## config.mk

```make
export PLATFORM = sky130hd
export DESIGN_NAME = arinc_label_latch
export DESIGN_NICKNAME = d
export VERILOG_FILES = /design/src/rtl/arinc_latch_pkg.sv /design/src/rtl/lbl_recog.sv /design/src/rtl/rec_window_fsm.sv /design/src/rtl/host_out_mux.sv /design/src/rtl/arinc_label_latch.sv
export SDC_FILE = /design/constraint.sdc
export NUM_CORES = 1
export LEC_CHECK = 0
export ABC_AREA = 1
export CAP_MARGIN = 15
export CORE_ASPECT_RATIO = 1.2
export CORE_MARGIN = 2
export CORE_UTILIZATION = 45
export DETAILED_ROUTE_END_ITERATION = 10
export DONT_BUFFER_PORTS = 1
export GPL_ROUTABILITY_DRIVEN = 0
export SYNTH_ARGS = -nofsm -noshare
export SYNTH_HDL_FRONTEND = slang
export SYNTH_SLANG_ARGS = --single-unit
```

## constraint.sdc

```tcl
create_clock -name clk -period 1.6 [get_ports clk]
set_input_delay 0 -clock clk [delete_from_list [all_inputs] [get_ports clk]]
set_output_delay 0 -clock clk [all_outputs]
set_load 0.01 [all_outputs]
```

## src/rtl/arinc_latch_pkg.sv

```systemverilog
package arinc_latch_pkg;
    typedef enum logic [1:0] {
        RS_IDLE   = 2'd0,
        RS_WINDOW = 2'd1,
        RS_LOAD   = 2'd2
    } rec_state_e;
endpackage

```

## src/rtl/lbl_recog.sv

```systemverilog
module lbl_recog #(
    parameter int LBL_W = 8
) (
    input  logic             ext_sel,
    input  logic             ext_match,
    input  logic [LBL_W-1:0] tag,
    input  logic [LBL_W-1:0] label_cfg,
    output logic             hit
);
    logic int_hit;

    assign int_hit = (tag == label_cfg);

    always_comb begin
        if (ext_sel) hit = ext_match;
        else         hit = int_hit;
    end
endmodule

```

## src/rtl/rec_window_fsm.sv

```systemverilog
module rec_window_fsm
    import arinc_latch_pkg::*;
#(
    parameter int WIN_CYC = 8
) (
    input  logic clk,
    input  logic rst_n,
    input  logic start,
    input  logic hit,
    input  logic pending,
    output logic load_pulse,
    output logic win_open
);
    localparam int CNT_W = (WIN_CYC > 1) ? $clog2(WIN_CYC) : 1;
    localparam logic [CNT_W-1:0] LAST = CNT_W'(WIN_CYC - 1);

    rec_state_e        state_q, state_d;
    logic [CNT_W-1:0]  cnt_q, cnt_d;

    // state register
    always_ff @(posedge clk) begin
        if (!rst_n) begin
            state_q <= RS_IDLE;
            cnt_q   <= '0;
        end else begin
            state_q <= state_d;
            cnt_q   <= cnt_d;
        end
    end

    // next state
    always_comb begin
        state_d = state_q;
        cnt_d   = cnt_q;
        unique case (state_q)
            RS_IDLE: begin
                if (start) begin              // T_START
                    state_d = RS_WINDOW;
                    cnt_d   = '0;
                end
            end
            RS_WINDOW: begin
                if (start) begin              // T_RESTART
                    state_d = RS_WINDOW;
                    cnt_d   = '0;
                end else if (hit && !pending) begin
                    state_d = RS_LOAD;        // T_HIT
                end else if (hit) begin
                    state_d = RS_IDLE;        // T_DROP
                end else if (cnt_q == LAST) begin
                    state_d = RS_IDLE;        // T_EXPIRE
                end else begin
                    cnt_d = cnt_q + 1'b1;
                end
            end
            RS_LOAD: begin
                if (start) begin              // T_RESTART
                    state_d = RS_WINDOW;
                    cnt_d   = '0;
                end else begin
                    state_d = RS_IDLE;        // T_DONE
                end
            end
            default: state_d = RS_IDLE;
        endcase
    end

    // outputs
    always_comb begin
        load_pulse = (state_q == RS_LOAD);
        win_open   = (state_q == RS_WINDOW);
    end
endmodule

```

## src/rtl/host_out_mux.sv

```systemverilog
module host_out_mux #(
    parameter int DATA_W = 32,
    parameter int LBL_W  = 8,
    parameter int HALF_W = 16
) (
    input  logic                    clk,
    input  logic                    rst_n,
    input  logic [DATA_W-1:0]       word,
    input  logic                    data_ready,
    input  logic                    load,
    input  logic                    ack_ok,
    input  logic                    oe_n,
    input  logic                    wide_sel,
    output logic                    half_hi,
    output logic                    bus_oe,
    output logic [DATA_W-LBL_W-1:0] bus_data
);
    localparam int WIDE_W = DATA_W - LBL_W;

    logic             oe_prev_q;
    logic             half_q;
    logic             oe_rise;
    logic [HALF_W-1:0] half_word;
    logic [WIDE_W-1:0] narrow_bus;

    assign oe_rise = oe_n && !oe_prev_q;

    always_ff @(posedge clk) begin
        if (!rst_n) begin
            oe_prev_q <= 1'b1;
            half_q    <= 1'b0;
        end else begin
            oe_prev_q <= oe_n;
            if (load || ack_ok)
                half_q <= 1'b0;
            else if (oe_rise && data_ready && !wide_sel)
                half_q <= 1'b1;
        end
    end

    assign half_word = half_q ? word[2*HALF_W-1:HALF_W] : word[HALF_W-1:0];

    generate
        if (WIDE_W > HALF_W) begin : g_pad
            assign narrow_bus = {{(WIDE_W-HALF_W){1'b0}}, half_word};
        end else begin : g_nopad
            assign narrow_bus = half_word[WIDE_W-1:0];
        end
    endgenerate

    assign half_hi = half_q;
    assign bus_oe  = !oe_n && data_ready;

    always_comb begin
        if (!bus_oe)       bus_data = '0;
        else if (wide_sel) bus_data = word[DATA_W-1:LBL_W];
        else               bus_data = narrow_bus;
    end
endmodule

```

## src/rtl/arinc_label_latch.sv

```systemverilog
module arinc_label_latch #(
    parameter int DATA_W  = 32,
    parameter int LBL_W   = 8,
    parameter int WIN_CYC = 8
) (
    input  logic                    clk,
    input  logic                    rst_n,
    input  logic                    word_good,
    input  logic [DATA_W-1:0]       word_in,
    input  logic                    ext_sel,
    input  logic                    ext_match,
    input  logic [LBL_W-1:0]        label_cfg,
    input  logic                    wide_sel,
    input  logic                    oe_n,
    input  logic                    ack_n,
    output logic                    tag_valid,
    output logic                    data_ready,
    output logic                    half_hi,
    output logic                    bus_oe,
    output logic [DATA_W-LBL_W-1:0] bus_data
);
    localparam int HALF_W = DATA_W / 2;

    logic [DATA_W-1:0] stage_q;
    logic [DATA_W-1:0] word_q;
    logic              ready_q;
    logic              tagv_q;
    logic              hit;
    logic              load_pulse;
    logic              win_open;
    logic              ack_ok;

    lbl_recog #(.LBL_W(LBL_W)) u_recog (
        .ext_sel   (ext_sel),
        .ext_match (ext_match),
        .tag       (stage_q[LBL_W-1:0]),
        .label_cfg (label_cfg),
        .hit       (hit)
    );

    rec_window_fsm #(.WIN_CYC(WIN_CYC)) u_fsm (
        .clk        (clk),
        .rst_n      (rst_n),
        .start      (word_good),
        .hit        (hit),
        .pending    (ready_q),
        .load_pulse (load_pulse),
        .win_open   (win_open)
    );

    // acknowledge counts only once both halves were offered in narrow mode
    assign ack_ok = !ack_n && !(!wide_sel && ready_q && !half_hi);

    always_ff @(posedge clk) begin
        if (!rst_n) begin
            stage_q <= '0;
            word_q  <= '0;
            ready_q <= 1'b0;
            tagv_q  <= 1'b0;
        end else begin
            if (word_good) stage_q <= word_in;
            if (load_pulse) begin
                word_q  <= stage_q;
                ready_q <= 1'b1;
            end else if (ack_ok) begin
                ready_q <= 1'b0;
            end
            if (word_good)   tagv_q <= 1'b1;
            else if (ack_ok) tagv_q <= 1'b0;
        end
    end

    host_out_mux #(.DATA_W(DATA_W), .LBL_W(LBL_W), .HALF_W(HALF_W)) u_mux (
        .clk        (clk),
        .rst_n      (rst_n),
        .word       (word_q),
        .data_ready (ready_q),
        .load       (load_pulse),
        .ack_ok     (ack_ok),
        .oe_n       (oe_n),
        .wide_sel   (wide_sel),
        .half_hi    (half_hi),
        .bus_oe     (bus_oe),
        .bus_data   (bus_data)
    );

    assign tag_valid  = tagv_q;
    assign data_ready = ready_q;
endmodule

```

==> metrics.txt <==
status=finished clean; fmax=0.653 GHz; critical-path maximum fanout=70; post-route cell area=0.00427 sq mm; full die area=0.00785 sq mm; Max Cap Viol=0; FF+latch count, synth=73; critical path capture point type=flip-flop; Netlist cell types=28; wire per inst=14.0 um; CP Cell Sequence=dlygate4sd3_1 -> buf_12 -> inv_1 -> or2_1 -> dlygate4sd3_1; fillers=643; clk sinks=73; # IOs=76; Post-Layout Cell Count=624; Worst-Skew Late Latency=0.35 ns; largest net degree at the start of global routing=71; crit path kind=in -> reg; clk root buf=clkbuf_8; RSZ-0062 raised after global routing=yes; area grow syn2layout=32.4%; CP max-delay cell=dlygate4sd3_1; most frequent cells in the layout=112 x nor2_1, 73 x dlygate4sd3_1, 72 x dfxtp_1; Tightest Hold Check Type=in -> reg; switching power=992 uW; TritonCTS Buffers=9; clock transition at the registers of the reported paths=0.08 ns; Mapped Cells=467; dpl cell area=0.00329 sq mm; vias in the first global route=3,024; global-route wire length before repair=14,400 um; DRT iter0 DRCs=224; Initial DRT Pass Iterations=4; Worst Skew=0.0112 ns; Mapped Nets=517; Worst-Margin Slew=0.400 ns; final wirelength=8740 um; type of origin of the critical path=input port; FP Rows=33; Ant. Diodes=0; crit share post-route=95.8%; Die H=96.7 um; PD cells=936 mW/mm^2; Max Buffers Root-to-Sink=2; DIE WIDTH=81.2 um; total grt overflow=0; GRT Total Usage=23.5%; Worst path most repeated cell=dlygate4sd3_1; arrival time at the worst endpoint=1.77 ns; Logic pwr share=10.4%; clock share of power=41.1%; drt drc=0; Synth Warn #=0; via-per-instance ratio=5.05; # placed instances=534; Slew Viols, Final=0; register area=0.00146 sq mm; final net count=582; initial antenna violation count=0; Initial Util=46.7%; commonest non-fill, non-tap cell in the layout=nor2_1; core area=0.00690 sq mm; minimum clock period=1.53 ns; Worst IR Drop VDD=0.000594 V; leakage dissipation=0.00192 uW; WP data required=1.83 ns; Avg Cell Area, Syn=6.90 sq um; Setup Viol. Count Final=0; Final Hold Viols=0; final antenna-violating net count=0; number of I/O port buffers=0; post-synth design cell area=0.00322 sq mm; number of H-tree levels=3; Slew headroom=73.3%; Flop pwr share=48.4%; cell family with most CP delay=buffers and inverters; max incr delay on CP=0.58 ns; CTS tree=yes; Seq/Total Area, Yosys=45.4%; P_int=3000 uW; routed via count=3,150; Pwr Total=3990 uW; Switching Share=24.8%; Buf/Inv on CP=4; post-detail-place hpwl=5540 um; layout cells sized above 1=7.26%; setup tns final=0 ns; post-CTS setup buffers=0; multi-input logic area=0.00147 sq mm; Min Hold Slack=0.00482 ns
[timing repair]
item                       4_1_cts  5_1_grt
hold buffers                    74        1
setup endpoints to repair        0       13
hold endpoints to repair        73        3
resized for setup                0        1
[power groups by stage]
stage	registers, uW	logic (uW)	clock network, uW
6_report	1930	417	1640
4_1_cts	1930	409	1680
2_1_floorplan	1960	207	0
3_5_place_dp	1980	226	0
5_1_grt	1940	468	1740
3_3_place_gp	1970	223	0
[stage by stage]
| step | utilization [%] | worst slack, ns |
|---|---|---|
| after CTS | 61.8 | 0.00464 |
| after global placement | 47.7 | 0.323 |
| after detailed placement | 47.7 | 0.299 |
| after global routing | 61.9 | -0.0363 |
| after floorplan | - | 0.364 |
| final | 61.9 | 0.0675 |
[synth_stat cells]
cell	number	area (sq um)
nor3b_2	1	12.5
buf_2	7	35.0
inv_2	8	30.0
nor2_1	112	420
inv_1	39	146
nand2_1	58	218
o211ai_1	8	60.1
nand4_1	1	6.26
nand3_1	13	65.1
nor2_4	1	11.3
or2_1	1	6.26
nand2_4	1	11.3
buf_4	1	7.51
or3b_1	1	8.76
clkbuf_4	1	7.51
nand2_2	1	6.26
dfxtp_1	73	1460
o21ai_0	62	310
a21oi_1	32	160
nor3_1	2	10.0
clkbuf_1	18	67.6
o21bai_1	1	7.51
or2_0	1	6.26
nor2_2	1	6.26
xor2_1	1	8.76
ha_1	2	25.0
nand3_2	1	10.0
o21ai_1	19	95.1
[layer usage]
| layer | GRT usage, % | vias up | share of wire [%] |
|---|---|---|---|
| met3 | 4.29 | 16 | 4.2 |
| li1 | - | 1625 | - |
| met1 | 29.8 | 1432 | 45 |
| met2 | 39.6 | 77 | 49 |
| met5 | 0 | - | 0 |
| met4 | 7.82 | 0 | 1.9 |
[cell type report]
class	count	area share, %
tap	87	2.55
clock buffer	9	2.90
clock inverter	7	2.35
multi-input combinational	320	34.4
sequential	73	34.3
timing repair buffer	81	19.4
inverter	47	4.14
[path summary, 6_finish.rpt]
path	depth (start not counted)	slack, ns	end	from
max reg2reg	8	0.28	u_fsm.cnt_q[0]	u_fsm.cnt_q[0]
max	5	0.07	u_mux.oe_prev_q	rst_n
min	2	0.005	stage_q[7]	word_good
min reg2reg	2	0.47	word_q[9]	word_q[9]
[sequential cells by signal, summed over array words and instances, names as in the netlist]
signal,flops
u_mux.oe_prev_q,1
tag_valid,1
u_fsm.cnt_q,3
u_fsm.state_q,2
word_q,32
data_ready,1
u_mux.half_hi,1
stage_q,32
[cell families (layout without fill, tap and decap cells)]
kind of cell             Yosys count  after routing  share of synthesized area, %
flip-flops                        73             73                          45.4
AND/OR/NAND/NOR                  195            195                          24.8
adder cells (fa/ha/maj)            2              2                         0.777
buffers and inverters             74            144                          9.13
XOR/XNOR                           1              1                         0.272
AO/OA/AOI/OAI                    122            122                          19.7
Power figures use the tool's default switching activity.
